--- config.mk ---
export PLATFORM = sky130hd
export DESIGN_NAME = gpio_dualfn_port
export DESIGN_NICKNAME = d
export VERILOG_FILES = /design/src/rtl/gpio_dualfn_port.sv
export SDC_FILE = /design/constraint.sdc
export NUM_CORES = 1
export LEC_CHECK = 0
export CAP_MARGIN = 10
export CORE_MARGIN = 4
export CORE_UTILIZATION = 40
export DETAILED_ROUTE_END_ITERATION = 8
export DONT_BUFFER_PORTS = 1
export HOLD_SLACK_MARGIN = 0.1
export PLACE_DENSITY_LB_ADDON = 0.1
export SLEW_MARGIN = 40
export SYNTH_ARGS = -nofsm -noshare
export SYNTH_HDL_FRONTEND = slang
export SYNTH_SLANG_ARGS = --single-unit
--- constraint.sdc ---
create_clock -name clk -period 1.4 [get_ports clk]
set_clock_uncertainty 0.1 [all_clocks]
set_input_delay 0.28 -clock clk [delete_from_list [all_inputs] [get_ports clk]]
set_output_delay 0.28 -clock clk [all_outputs]
set_load 0.02 [all_outputs]
--- src/rtl/gpio_dualfn_port.sv ---
module gpio_dualfn_port #(
  parameter int WIDTH = 16
) (
  input  logic               clk,
  input  logic               rst_n,
  input  logic               bus_sel,
  input  logic               bus_wr,
  input  logic [1:0]         bus_addr,
  input  logic [WIDTH/8-1:0] bus_be,
  input  logic [WIDTH-1:0]   bus_wdata,
  output logic [WIDTH-1:0]   bus_rdata,
  input  logic [WIDTH-1:0]   pin_in,
  input  logic [WIDTH-1:0]   fn_in,
  output logic [WIDTH-1:0]   pin_out,
  output logic [WIDTH-1:0]   pin_oe
);
  localparam int LANES = WIDTH / 8;
  localparam logic [1:0] A_DAT = 2'd0;
  localparam logic [1:0] A_DIR = 2'd1;
  localparam logic [1:0] A_FSL = 2'd2;

  logic [WIDTH-1:0] dat_q, dir_q, fsel_q;
  logic [WIDTH-1:0] pin_s1, pin_s2, fn_s1, fn_s2;
  logic [WIDTH-1:0] lane_m, gp_m, port_view, rd_mux;
  logic             wr_go, rd_go;

  for (genvar g = 0; g < LANES; g++) begin : g_lane
    assign lane_m[g*8 +: 8] = {8{bus_be[g]}};
  end

  assign wr_go = bus_sel & bus_wr;
  assign rd_go = bus_sel & ~bus_wr;
  assign gp_m  = ~fsel_q;

  always_ff @(posedge clk) begin
    if (!rst_n) begin
      dat_q  <= '0;
      dir_q  <= '0;
      fsel_q <= '0;
    end else if (wr_go) begin
      case (bus_addr)
        A_DAT:   dat_q  <= (dat_q  & ~lane_m) | (bus_wdata & lane_m);
        A_DIR:   dir_q  <= (dir_q  & ~lane_m) | (bus_wdata & lane_m);
        A_FSL:   fsel_q <= (fsel_q & ~lane_m) | (bus_wdata & lane_m);
        default: ;
      endcase
    end
  end

  always_ff @(posedge clk) begin
    if (!rst_n) begin
      pin_s1 <= '0;
      pin_s2 <= '0;
      fn_s1  <= '0;
      fn_s2  <= '0;
    end else begin
      pin_s1 <= pin_in;
      pin_s2 <= pin_s1;
      fn_s1  <= fn_in;
      fn_s2  <= fn_s1;
    end
  end

  assign port_view = (dat_q  &  dir_q & gp_m)
                   | (pin_s2 & ~dir_q & gp_m)
                   | (fn_s2  & ~dir_q & fsel_q);

  always_comb begin
    case (bus_addr)
      A_DAT:   rd_mux = port_view;
      A_DIR:   rd_mux = dir_q;
      A_FSL:   rd_mux = fsel_q;
      default: rd_mux = '0;
    endcase
  end

  always_ff @(posedge clk) begin
    if (!rst_n) bus_rdata <= '0;
    else if (rd_go) bus_rdata <= rd_mux & lane_m;
  end

  assign pin_oe  = dir_q & gp_m;
  assign pin_out = dat_q & dir_q & gp_m;

  AST_WR_LANES: assert property (@(posedge clk) disable iff (!rst_n)
    (wr_go && bus_addr == A_DIR) |=> (((dir_q ^ $past(dir_q)) & ~$past(lane_m)) == '0));
  AST_GP_OUT_LATCH: assert property (@(posedge clk) disable iff (!rst_n)
    (rd_go && bus_addr == A_DAT) |=>
      (((bus_rdata ^ $past(dat_q)) & $past(dir_q & gp_m & lane_m)) == '0));
  AST_DED_OUT_ZERO: assert property (@(posedge clk) disable iff (!rst_n)
    (rd_go && bus_addr == A_DAT) |=> ((bus_rdata & $past(dir_q & fsel_q)) == '0));
  AST_RD_LANES: assert property (@(posedge clk) disable iff (!rst_n)
    rd_go |=> ((bus_rdata & ~$past(lane_m)) == '0));
  AST_OE_DEDICATED: assert property (@(posedge clk) disable iff (!rst_n)
    (wr_go && bus_addr == A_FSL) |=> ((pin_oe & $past(bus_wdata & lane_m)) == '0));
  AST_UNMAPPED_WR: assert property (@(posedge clk) disable iff (!rst_n)
    (wr_go && bus_addr == 2'd3) |=> ($stable(dat_q) && $stable(dir_q) && $stable(fsel_q)));
endmodule

-- Word-level counts from Yosys, hierarchy flattened
Cells that the tools add are included.
- output and inout port bits: 48
- RAM bits: 0
- ROM bits: 0
- word-level logic and storage cells: 38
- bits in latches: 0
- register bits after elaboration: 128
- memories: 0
- order comparisons: 0
- muxes and demuxes: 1
- div/mod/pow operators: 0
- shift operators: 0
- reductions and logical operators: 4
- $mul: 0
- bitwise logic cells: 23
- add/subtract/negate cells: 0
- eq/ne operators: 2
- operators with widths (kind ; number):
    $and A16 B16 Y16 ; 12
    $or A16 B16 Y16 ; 5
    $not A16 Y16 ; 3
    $pmux W16 S3 ; 1
    $reduce_and A2 Y1 ; 3
    $and A1 B1 Y1 ; 2
    $eq A2 B1 Y1 const B ; 1
    $eq A2 B2 Y1 const B ; 1
    $logic_not A2 Y1 ; 1
    $not A1 Y1 ; 1

-- Logic depth before layout (Yosys ltp)
Gate-level depths: netlist (run 1).
- depth in word-level cells: 7
- depth in mapped cells: 6
- gate-level depth less buffers: 4

-- Worst setup path after synthesis (run 1)
Ideal clock, no wire load.
- path kind: input-to-reg
- from: input port bus_addr[1]
- to: register bus_rdata[10]
- buffers on the path: 3
- setup time: 124 ps
- slack: -74 ps
- stages: 6
- data arrival time: 1249 ps
- cells stage by stage: buf_2 > nor2b_1 > clkbuf_1 > buf_2 > a221oi_1 > a21oi_1
- longest elaborated chain between the ends: 3
- elaborated cells on any way between the ends: 5
- classes of those cells: 2 x eq/ne; 1 x mux; 1 x bitwise; 1 x reduce/logical
- RTL lines (what ; RTL line ; RTL):
    start, declared ; 8 ; input logic [1:0] bus_addr,
    $eq A2 B2 Y1 (tied with other cells) ; 69 ; case (bus_addr)
    $pmux W16 S3 (*) ; 69 ;
    $and A16 B16 Y16 (*) ; 79 ; else if (rd_go) bus_rdata <= rd_mux & lane_m;
    end signal, assigned ; 79 ;
    end, declared ; 11 ; output logic [WIDTH-1:0] bus_rdata,
Mark *: on every way between the ends. The rest lies on a longest branch, timed or not.
A chain may end at the register's enable or synchronous reset.

==> impl_metrics.csv, run 1 <==
group,metric,value,unit
detailed_routing,drc,0,
cts,htreeDepth,4,
cts,cts_root_buf,"clkbuf_16",
detailed_routing,num_vias,4319,
yosys,synthCells,527,
critical_path,cp_cell_sequence,"nor2b_4, buf_6, buf_6",
global_routing,overflow,0,
job,drv_cap,0,
sta,slew_viol_final,0,
sta,rsz0062_at_grt,"yes",
critical_path,r2r_cells,4,
cells_and_area,drive_above_1_share,28.7,%
detailed_routing,drt_iter0_drc,256,
place,gp_congestion,0.842,
critical_path,max_stage_delay,0.33,ns
sta,min_period,1.48,ns
floorplanning,die_w,120,um
yosys,yosys_warnings,0,
cts,cts_tree,"built",
sta,fmax,677,MHz
min_path,hold_path.class,"in -> reg",
yosys,synth_area_leaders,"dfxtp_1 51%, and2_1 12%, o21ai_0 6.4%, a21boi_0 4.6%, nor2b_1 4.2%",
yosys,netlist_area,0.00503,sq mm
status,status,"finished with violations",
global_routing,grt_antenna_before_repair,0,
detailed_routing,wl_per_cell,15.9,um
floorplanning,die_h,120,um
yosys,avgSynthCellArea,9.54,sq um
place,numPortBuffers,0,
yosys,synthTopCellsByCount,"128 x dfxtp_1, 96 x and2_1, 64 x o21ai_0",
place,dp_hpwl,8300,um
cells_and_area,layout.nets,757,
cts,clk_pin_slew,0.06,ns
yosys,yosys.area.top_type_share,51.0,%
yosys,async_reset_ff_share,0,%
critical_path,start_kind,"flop",
yosys,yosysSeqAreaShare,51.0,%
status,violations,"negative setup slack",
cells_and_area,fin_util,64.2,%
yosys,synth_area_leader_cell,"dfxtp_1",
sta,setup_ws,-0.0780,ns
floorplanning,rows,40,
sta,final_hold_viol_count,0,
place,post-place-ws,0.0707,ns
detailed_routing,viasPerCell,4.90,
cts,clk_latency,0.41,ns
yosys,synthDistinctLibCells,21,
floorplanning,die_area,0.0144,sq mm
min_path,min_delay_path_depth,2,
critical_path,worstPathRequired,1.02,ns
yosys,yosys_most_used_dff,"dfxtp_1",
global_routing,grt_first_pass_wirelength,22500,um
power_and_ir_drop,powerDensity,1160,mW/mm^2
cells_and_area,area_growth,55.2,%
critical_path,cp-end-kind,"primary output",
sta,fin_crit_sh,106,%
detailed_routing,drt_wl_total,14000,um
detailed_routing,drtAntennaViolNets,0,
sta,finalSetupViolCount,23,
floorplanning,start_util,41.3,%
global_routing,grt_use_total,20.1,%
cells_and_area,diodes,0,
cts,cts_buffer_depth,2,
critical_path,crit_type,"reg -> out",
critical_path,arrival,1.10,ns
floorplanning,io_pins,104,
critical_path,critPathSlowestCell,"dfxtp_2",
yosys,synth-seq-cells,128,
sta,tns,-1.05,ns
power_and_ir_drop,ir_drop,1.03,mV
cts,cts_buffers,17,
detailed_routing,firstDrtPassIters,4,
cts,cts.sinks,128,
min_path,hold_start,"rst_n",
global_routing,grt_pass1_vias,4371,
sta,worstMarginPinSlew,0.340,ns
yosys,synth_edf_count,0,
sta,max_slew_margin,77.3,%
floorplanning,fp.coreArea,0.0122,sq mm
yosys,yosysMostFrequentCell,"dfxtp_1",
global_routing,grt_max_degree,68,
power_and_ir_drop,leakage,3.07,nW
yosys,synth_nets,583,
critical_path,cp_max_fo,2,
critical_path,crit_path_frequent_cell,"buf_6",
-- final cells by class --
class	count	area (sq um)
Inverter	16	60.1
Clock inverter	14	205
Multi-Input combinational cell	353	2490
Clock buffer	18	429
Fill cell	1049	4360
Timing Repair Buffer	185	1770
Sequential cell	128	2640
Tap cell	168	210
-- power breakdown --
part           internal [mW]  total, mW  switching [mW]
logic                  0.366      0.610           0.243
registers               3.73       3.77          0.0421
clock network           3.01       4.68            1.67
-- worst paths after layout --
check	endpoint	slack, ns
setup / recovery	pin_oe[8]	-0.08
hold / removal	flop	0.13
setup reg to reg	flop	0.04
hold reg to reg	pin_s2[15]	0.34
-- stage by stage --
stage	instance area (sq um)	std cells	hold slack, ns	total power, mW
floorplan	5070	527	0.307	4.11
global placement	5530	711	0.310	4.18
detailed placement	5530	711	0.310	4.18
CTS	7720	875	0.140	9.11
global route	7800	882	0.150	9.39
finish	7800	882	0.129	9.05
-- placed cells by master (no fill, tap or decap), drive strengths merged, types with 16 or more instances in the layout --
cell type	n
o21ai	64
buf	81
o211ai	16
nor2b	34
a21oi	17
dfxtp	128
a21boi	32
mux2i	16
nand2	32
inv	20
dlygate4sd3	101
mux2	16
a221oi	16
and2	96
clkbuf	18
-- metal layers --
metal | up-vias | GRT usage, % | wire length [um] | part of all wire [%]
met5 | - | 0 | 0 | 0
met1 | 2040 | 26.1 | 6390 | 46
met3 | 24 | 5.09 | 717 | 5.1
met2 | 108 | 32.2 | 6600 | 47
li1 | 2147 | - | - | -
met4 | 0 | 7.16 | 288 | 2.1
-- cell families after synthesis --
group / Yosys count / share of synthesized area (%)
buf+inv: 46 / 3.58
compound gates: 145 / 18.0
mux: 32 / 6.77
flops: 128 / 51.0
simple gates: 176 / 20.7
-- worst max-delay path, delay by kind of cell (launching register included) --
family / cells / cell delay [ns]
flops: 1 / 0.33
buf+inv: 2 / 0.21
simple gates: 1 / 0.15
-- repair_timing --
action / 4_1_cts / 5_1_grt
endpoints found under the setup margin: 32 / 40
pin swaps: 5 / 6
setup buffers: 26 / 8
hold buffers: 106 / 1
hold endpoints to repair: 128 / 2
resized for setup: 120 / 19
cloned: 0 / 0
Power figures use the tool's default switching activity.
==> run 2, diff against run 1 <==
Settings changed: ABC_AREA set to 1, BUFFER_PORTS_ARGS set to -buffer_cell sky130_fd_sc_hd__buf_2, DONT_BUFFER_PORTS 1 to unset, REMOVE_ABC_BUFFERS set to 1.
==> impl_metrics.csv, run 2 <==
group,metric,value,unit
cells_and_area,diodes,0,
cts,clk_pin_slew,0.05,ns
yosys,synth_area_leader_cell,"dfxtp_1",
status,violations,"negative setup slack",
global_routing,grt_pass1_vias,4741,
sta,setup_ws,-0.0794,ns
cells_and_area,layout.nets,956,
yosys,synthDistinctLibCells,21,
critical_path,worstPathBufferInverterCount,3,
job,drv_cap,0,
place,post-place-ws,-0.0526,ns
sta,min_period,1.48,ns
sta,fmax,676,MHz
global_routing,overflow,0,
yosys,synth_edf_count,0,
global_routing,grt_use_total,19.1,%
power_and_ir_drop,ir_drop,0.730,mV
cts,cts_root_buf,"clkbuf_16",
sta,worstMarginPinSlew,0.330,ns
power_and_ir_drop,netSwitchingPower,1.88,mW
place,numPortBuffers,103,
detailed_routing,drt_iter0_drc,270,
place,dp_hpwl,8130,um
detailed_routing,drt_wl_total,13500,um
detailed_routing,num_vias,4808,
critical_path,cp_max_fo,4,
floorplanning,fp.coreArea,0.0121,sq mm
yosys,synthTopCellsByCount,"147 x inv_1, 147 x nand2_1, 128 x dfxtp_1",
cells_and_area,fin_util,65.8,%
detailed_routing,drtAntennaViolNets,0,
critical_path,arrival,1.10,ns
cells_and_area,final_common_cell,"nand2_1",
yosys,avgSynthCellArea,7.47,sq um
power_and_ir_drop,p_comb_share,8.0,%
sta,slew_viol_final,0,
floorplanning,rows,40,
floorplanning,start_util,41.3,%
min_path,hold_path.class,"in -> reg",
yosys,yosys_warnings,0,
floorplanning,die_area,0.0144,sq mm
place,place_inst,939,
sta,max_slew_margin,77.9,%
detailed_routing,drc,0,
power_and_ir_drop,swShare,21.5,%
detailed_routing,firstDrtPassIters,4,
cts,cts_buffer_depth,2,
cells_and_area,finalNonFillerCells,1080,
floorplanning,io_pins,104,
cts,cts.sinks,128,
critical_path,crit_type,"reg -> out",
power_and_ir_drop,internal-power,6.83,mW
cts,cts_buffers,17,
cells_and_area,drive_above_1_share,38.8,%
power_and_ir_drop,leakage,3.87,nW
critical_path,worstPathRequired,1.02,ns
yosys,synth-seq-cells,128,
cts,htreeDepth,4,
sta,finalSetupViolCount,25,
critical_path,path_delay_family,"flip-flops",
yosys,synthCells,669,
yosys,netlist_area,0.00500,sq mm
yosys,yosys.area.top_type_share,51.3,%
critical_path,cp_cell_sequence,"inv_2, nand3_2, inv_2, buf_6",
power_and_ir_drop,p_seq_share,43.7,%
status,status,"finished with violations",
floorplanning,die_h,120,um
yosys,yosysSeqAreaShare,51.3,%
power_and_ir_drop,p_clk_share,48.3,%
critical_path,critPathSlowestCell,"dfxtp_4",
sta,final_hold_viol_count,0,
yosys,synth_area_leaders,"dfxtp_1 51%, inv_1 11%, nand2_1 11%, nand3_1 6.4%, a21oi_1 5.4%",
cts,cts_tree,"built",
critical_path,crit_path_frequent_cell,"inv_2",
detailed_routing,wl_per_cell,12.5,um
cells_and_area,final_cell_mix,"147 x nand2_1, 99 x inv_1, 96 x dfxtp_1",
yosys,yosys_most_used_dff,"dfxtp_1",
global_routing,grt_first_pass_wirelength,21900,um
yosys,async_reset_ff_share,0,%
cells_and_area,area_growth,59.3,%
global_routing,grt_antenna_before_repair,0,
critical_path,cp-end-kind,"primary output",
sta,fin_crit_sh,106,%
critical_path,start_kind,"flop",
cts,clk_latency,0.41,ns
critical_path,max_stage_delay,0.36,ns
sta,rsz0062_at_grt,"yes",
place,gp_congestion,0.792,
power_and_ir_drop,powerDensity,1090,mW/mm^2
floorplanning,die_w,120,um
global_routing,grt_max_degree,57,
detailed_routing,viasPerCell,4.45,
-- run 2: timing repair --
item | 4_1_cts | 5_1_grt
hold buffers | 49 | 0
buffers inserted | 46 | 17
hold endpoints to repair | 77 | 0
pin swaps | 14 | 21
gates resized for setup | 188 | 59
endpoints found under the setup margin | 32 | 34
cloned | 0 | 0
-- run 2: final timing paths --
path             start             to  depth (start not counted)  slack (ns)
min            bus_sel   bus_rdata[1]                          4        0.18
min reg2reg  pin_s1[6]      pin_s2[6]                          2        0.31
max               flop    pin_out[12]                          4       -0.08
max reg2reg       flop  bus_rdata[13]                          9        0.12
-- run 2: layout make-up --
type / instances / area, sq um
Multi-Input combinational cell: 370 / 2010
Fill cell: 999 / 4150
Sequential cell: 128 / 2660
Timing Repair Buffer: 235 / 1900
Clock buffer: 26 / 529
Tap cell: 168 / 210
Clock inverter: 5 / 50.0
Inverter: 148 / 608
-- run 2: layer usage --
metal  track usage [%]  vias up  share of wire (%)  wire length [um]
li1                  -     2530                  -                 -
met1              22.5     2146                 43              5850
met2              33.0      117                 51              6870
met3              4.67       15                4.5               602
met4              8.45        0                1.4               192
met5                 0        -                  0                 0
-- run 2: tightest hold or removal path, delay by kind of cell --
kind                   cells  cell delay, ns
and+or+nand+nor            2            0.22
buffers and inverters      1            0.09
AOI/OAI and AO/OA          1            0.05
-- run 2: through the flow --
stage | total power, mW | area, sq um | hold slack (ns) | setup TNS (ns)
after CTS | 8.77 | 7630 | 0.176 | -1.48
after global routing | 9.06 | 7960 | 0.221 | -2.23
after global placement | 4.38 | 5800 | 0.295 | 0
after floorplan | 4.11 | 4850 | 0.273 | 0
after detailed placement | 4.39 | 5800 | 0.295 | -0.400
final | 8.71 | 7960 | 0.185 | -0.784
-- run 2: cell families (layout without fill, tap and decap cells) --
kind of cell | after synthesis | count (layout) | synth area share, %
and+or+nand+nor | 242 | 242 | 21.0
DFF | 128 | 128 | 51.3
AOI/OAI and AO/OA | 128 | 128 | 13.6
buffers and inverters | 171 | 414 | 14.1
-- run 2: power groups by stage --
stage	registers (mW)	logic, mW	clock network (mW)
after floorplan	3.88	0.236	0
after global placement	3.88	0.493	0
after detailed placement	3.89	0.507	0
after CTS	3.81	0.669	4.29
after global routing	3.81	0.779	4.47
final	3.80	0.695	4.21
==> run 3, diff against run 2 <==
Settings changed: CORE_UTILIZATION 40 to 49, PLACE_DENSITY_LB_ADDON 0.1 to 0.05, SETUP_SLACK_MARGIN set to 0.05.
==> impl_metrics.csv, run 3 (synthesis gave the netlist of run 2 again) <==
group,metric,value,unit
status,status,"finished with violations",
status,violations,"negative setup slack",
sta,slew_viol_final,0,
cts,cts_buffer_depth,2,
sta,rsz0062_at_grt,"yes",
sta,hold_slack,0.143,ns
sta,max_slew_margin,79.9,%
floorplanning,rows,36,
cts,cts.sinks,128,
critical_path,cp_max_fo,4,
critical_path,cp-end-kind,"primary output",
power_and_ir_drop,leakage,3.88,nW
global_routing,grt_pass1_vias,4758,
global_routing,grt_first_pass_wirelength,22200,um
cells_and_area,layout.nets,953,
cells_and_area,area_growth,59.1,%
critical_path,max_stage_delay,0.34,ns
critical_path,crit_type,"reg -> out",
global_routing,grt_use_total,24.3,%
sta,fmax,627,MHz
detailed_routing,wl_per_cell,13.6,um
floorplanning,io_pins,104,
min_path,hold_path.class,"in -> reg",
job,drv_cap,0,
power_and_ir_drop,ir_drop,0.960,mV
place,post-place-ws,-0.0392,ns
cts,clk_latency,0.52,ns
critical_path,worstPathBufferInverterCount,3,
critical_path,start_kind,"flop",
critical_path,critPathSlowestCell,"dfxtp_2",
global_routing,grt_antenna_before_repair,0,
cts,cts_root_buf,"clkbuf_8",
cells_and_area,ff_latch_area,0.00266,sq mm
detailed_routing,drtAntennaViolNets,0,
place,numPortBuffers,103,
global_routing,grt_max_degree,66,
sta,final_hold_viol_count,0,
cells_and_area,diodes,0,
place,gp_congestion,0.818,
cells_and_area,final_common_cell,"nand2_1",
place,dp_hpwl,7880,um
cells_and_area,drive_above_1_share,40.1,%
cts,clk_pin_slew,0.06,ns
critical_path,cp_cell_sequence,"inv_2, nand3_4, inv_2, buf_6",
power_and_ir_drop,powerDensity,1150,mW/mm^2
floorplanning,die_h,109,um
sta,fin_crit_sh,114,%
detailed_routing,viasPerCell,4.77,
sta,finalSetupViolCount,32,
critical_path,path_delay_family,"flip-flops",
cells_and_area,multi_input_area,0.00195,sq mm
floorplanning,die_area,0.0119,sq mm
critical_path,crit_path_frequent_cell,"inv_2",
detailed_routing,firstDrtPassIters,5,
cells_and_area,n_fill_cell,616,
power_and_ir_drop,finalPower,9.15,mW
floorplanning,fp.coreArea,0.00986,sq mm
critical_path,arrival,1.22,ns
cts,cts_tree,"built",
global_routing,overflow,0,
cts,cts_buffers,17,
sta,min_period,1.60,ns
critical_path,worstPathRequired,1.02,ns
sta,worstMarginPinSlew,0.301,ns
sta,tns,-4.48,ns
detailed_routing,num_vias,4970,
sta,setup_ws,-0.195,ns
detailed_routing,drt_iter0_drc,122,
floorplanning,die_w,109,um
cts,htreeDepth,4,
floorplanning,start_util,50.7,%
detailed_routing,drc,0,
cells_and_area,final_cell_mix,"146 x nand2_1, 99 x inv_1, 81 x buf_4",
detailed_routing,drt_wl_total,14100,um
## run 3: final cells by class
cell class                 count  share of cell area, %
sequential                   128                   33.5
timing repair buffer         232                   24.6
multi-input combinational    370                   24.5
inverter                     148                   7.43
clock buffer                  23                   5.99
tap                          133                   2.09
clock inverter                 9                   1.94
## run 3: final timing paths
kind,from,to,slack (ns),cells past startpoint
setup / recovery,flop,pin_out[9],-0.20,4
hold / removal,bus_be[0],flop,0.14,4
setup reg to reg,flop,bus_rdata[8],0.11,9
hold reg to reg,pin_s1[8],pin_s2[8],0.31,2
## run 3: timing repair
| item | in CTS | in global routing |
|---|---|---|
| pin swaps | 13 | 16 |
| endpoints found under the setup margin | 48 | 48 |
| setup buffers | 38 | 24 |
| hold buffers | 49 | 0 |
| endpoints found under the hold margin | 81 | 0 |
| resized for setup | 221 | 44 |
## run 3: worst min-delay path, stage by stage
cell     delay [ns]
buf_2          0.14
nand3_2        0.10
buf_12         0.14
a21oi_1        0.06
## run 3: metal layers
layer | track usage (%) | share of wire [%] | wire, um | vias up
li1 | - | - | - | 2527
met1 | 28.6 | 42 | 5970 | 2272
met2 | 41.6 | 50 | 7140 | 139
met3 | 7.34 | 5.6 | 787 | 32
met4 | 9.29 | 1.7 | 247 | 0
met5 | 0 | 0 | 0 | -
## run 3: stage by stage
stage	instance area (sq um)	util, %	instances
floorplan	4850	-	646
global placement	5730	58.1	900
detailed placement	5730	58.1	900
CTS	7610	77.1	1019
global route	7950	80.6	1043
finish	7950	80.6	1043
## run 3: power breakdown
part | total (mW) | switching (mW) | internal [mW]
combinational | 0.698 | 0.360 | 0.338
sequential | 3.81 | 0.0646 | 3.74
clock | 4.64 | 1.57 | 3.08
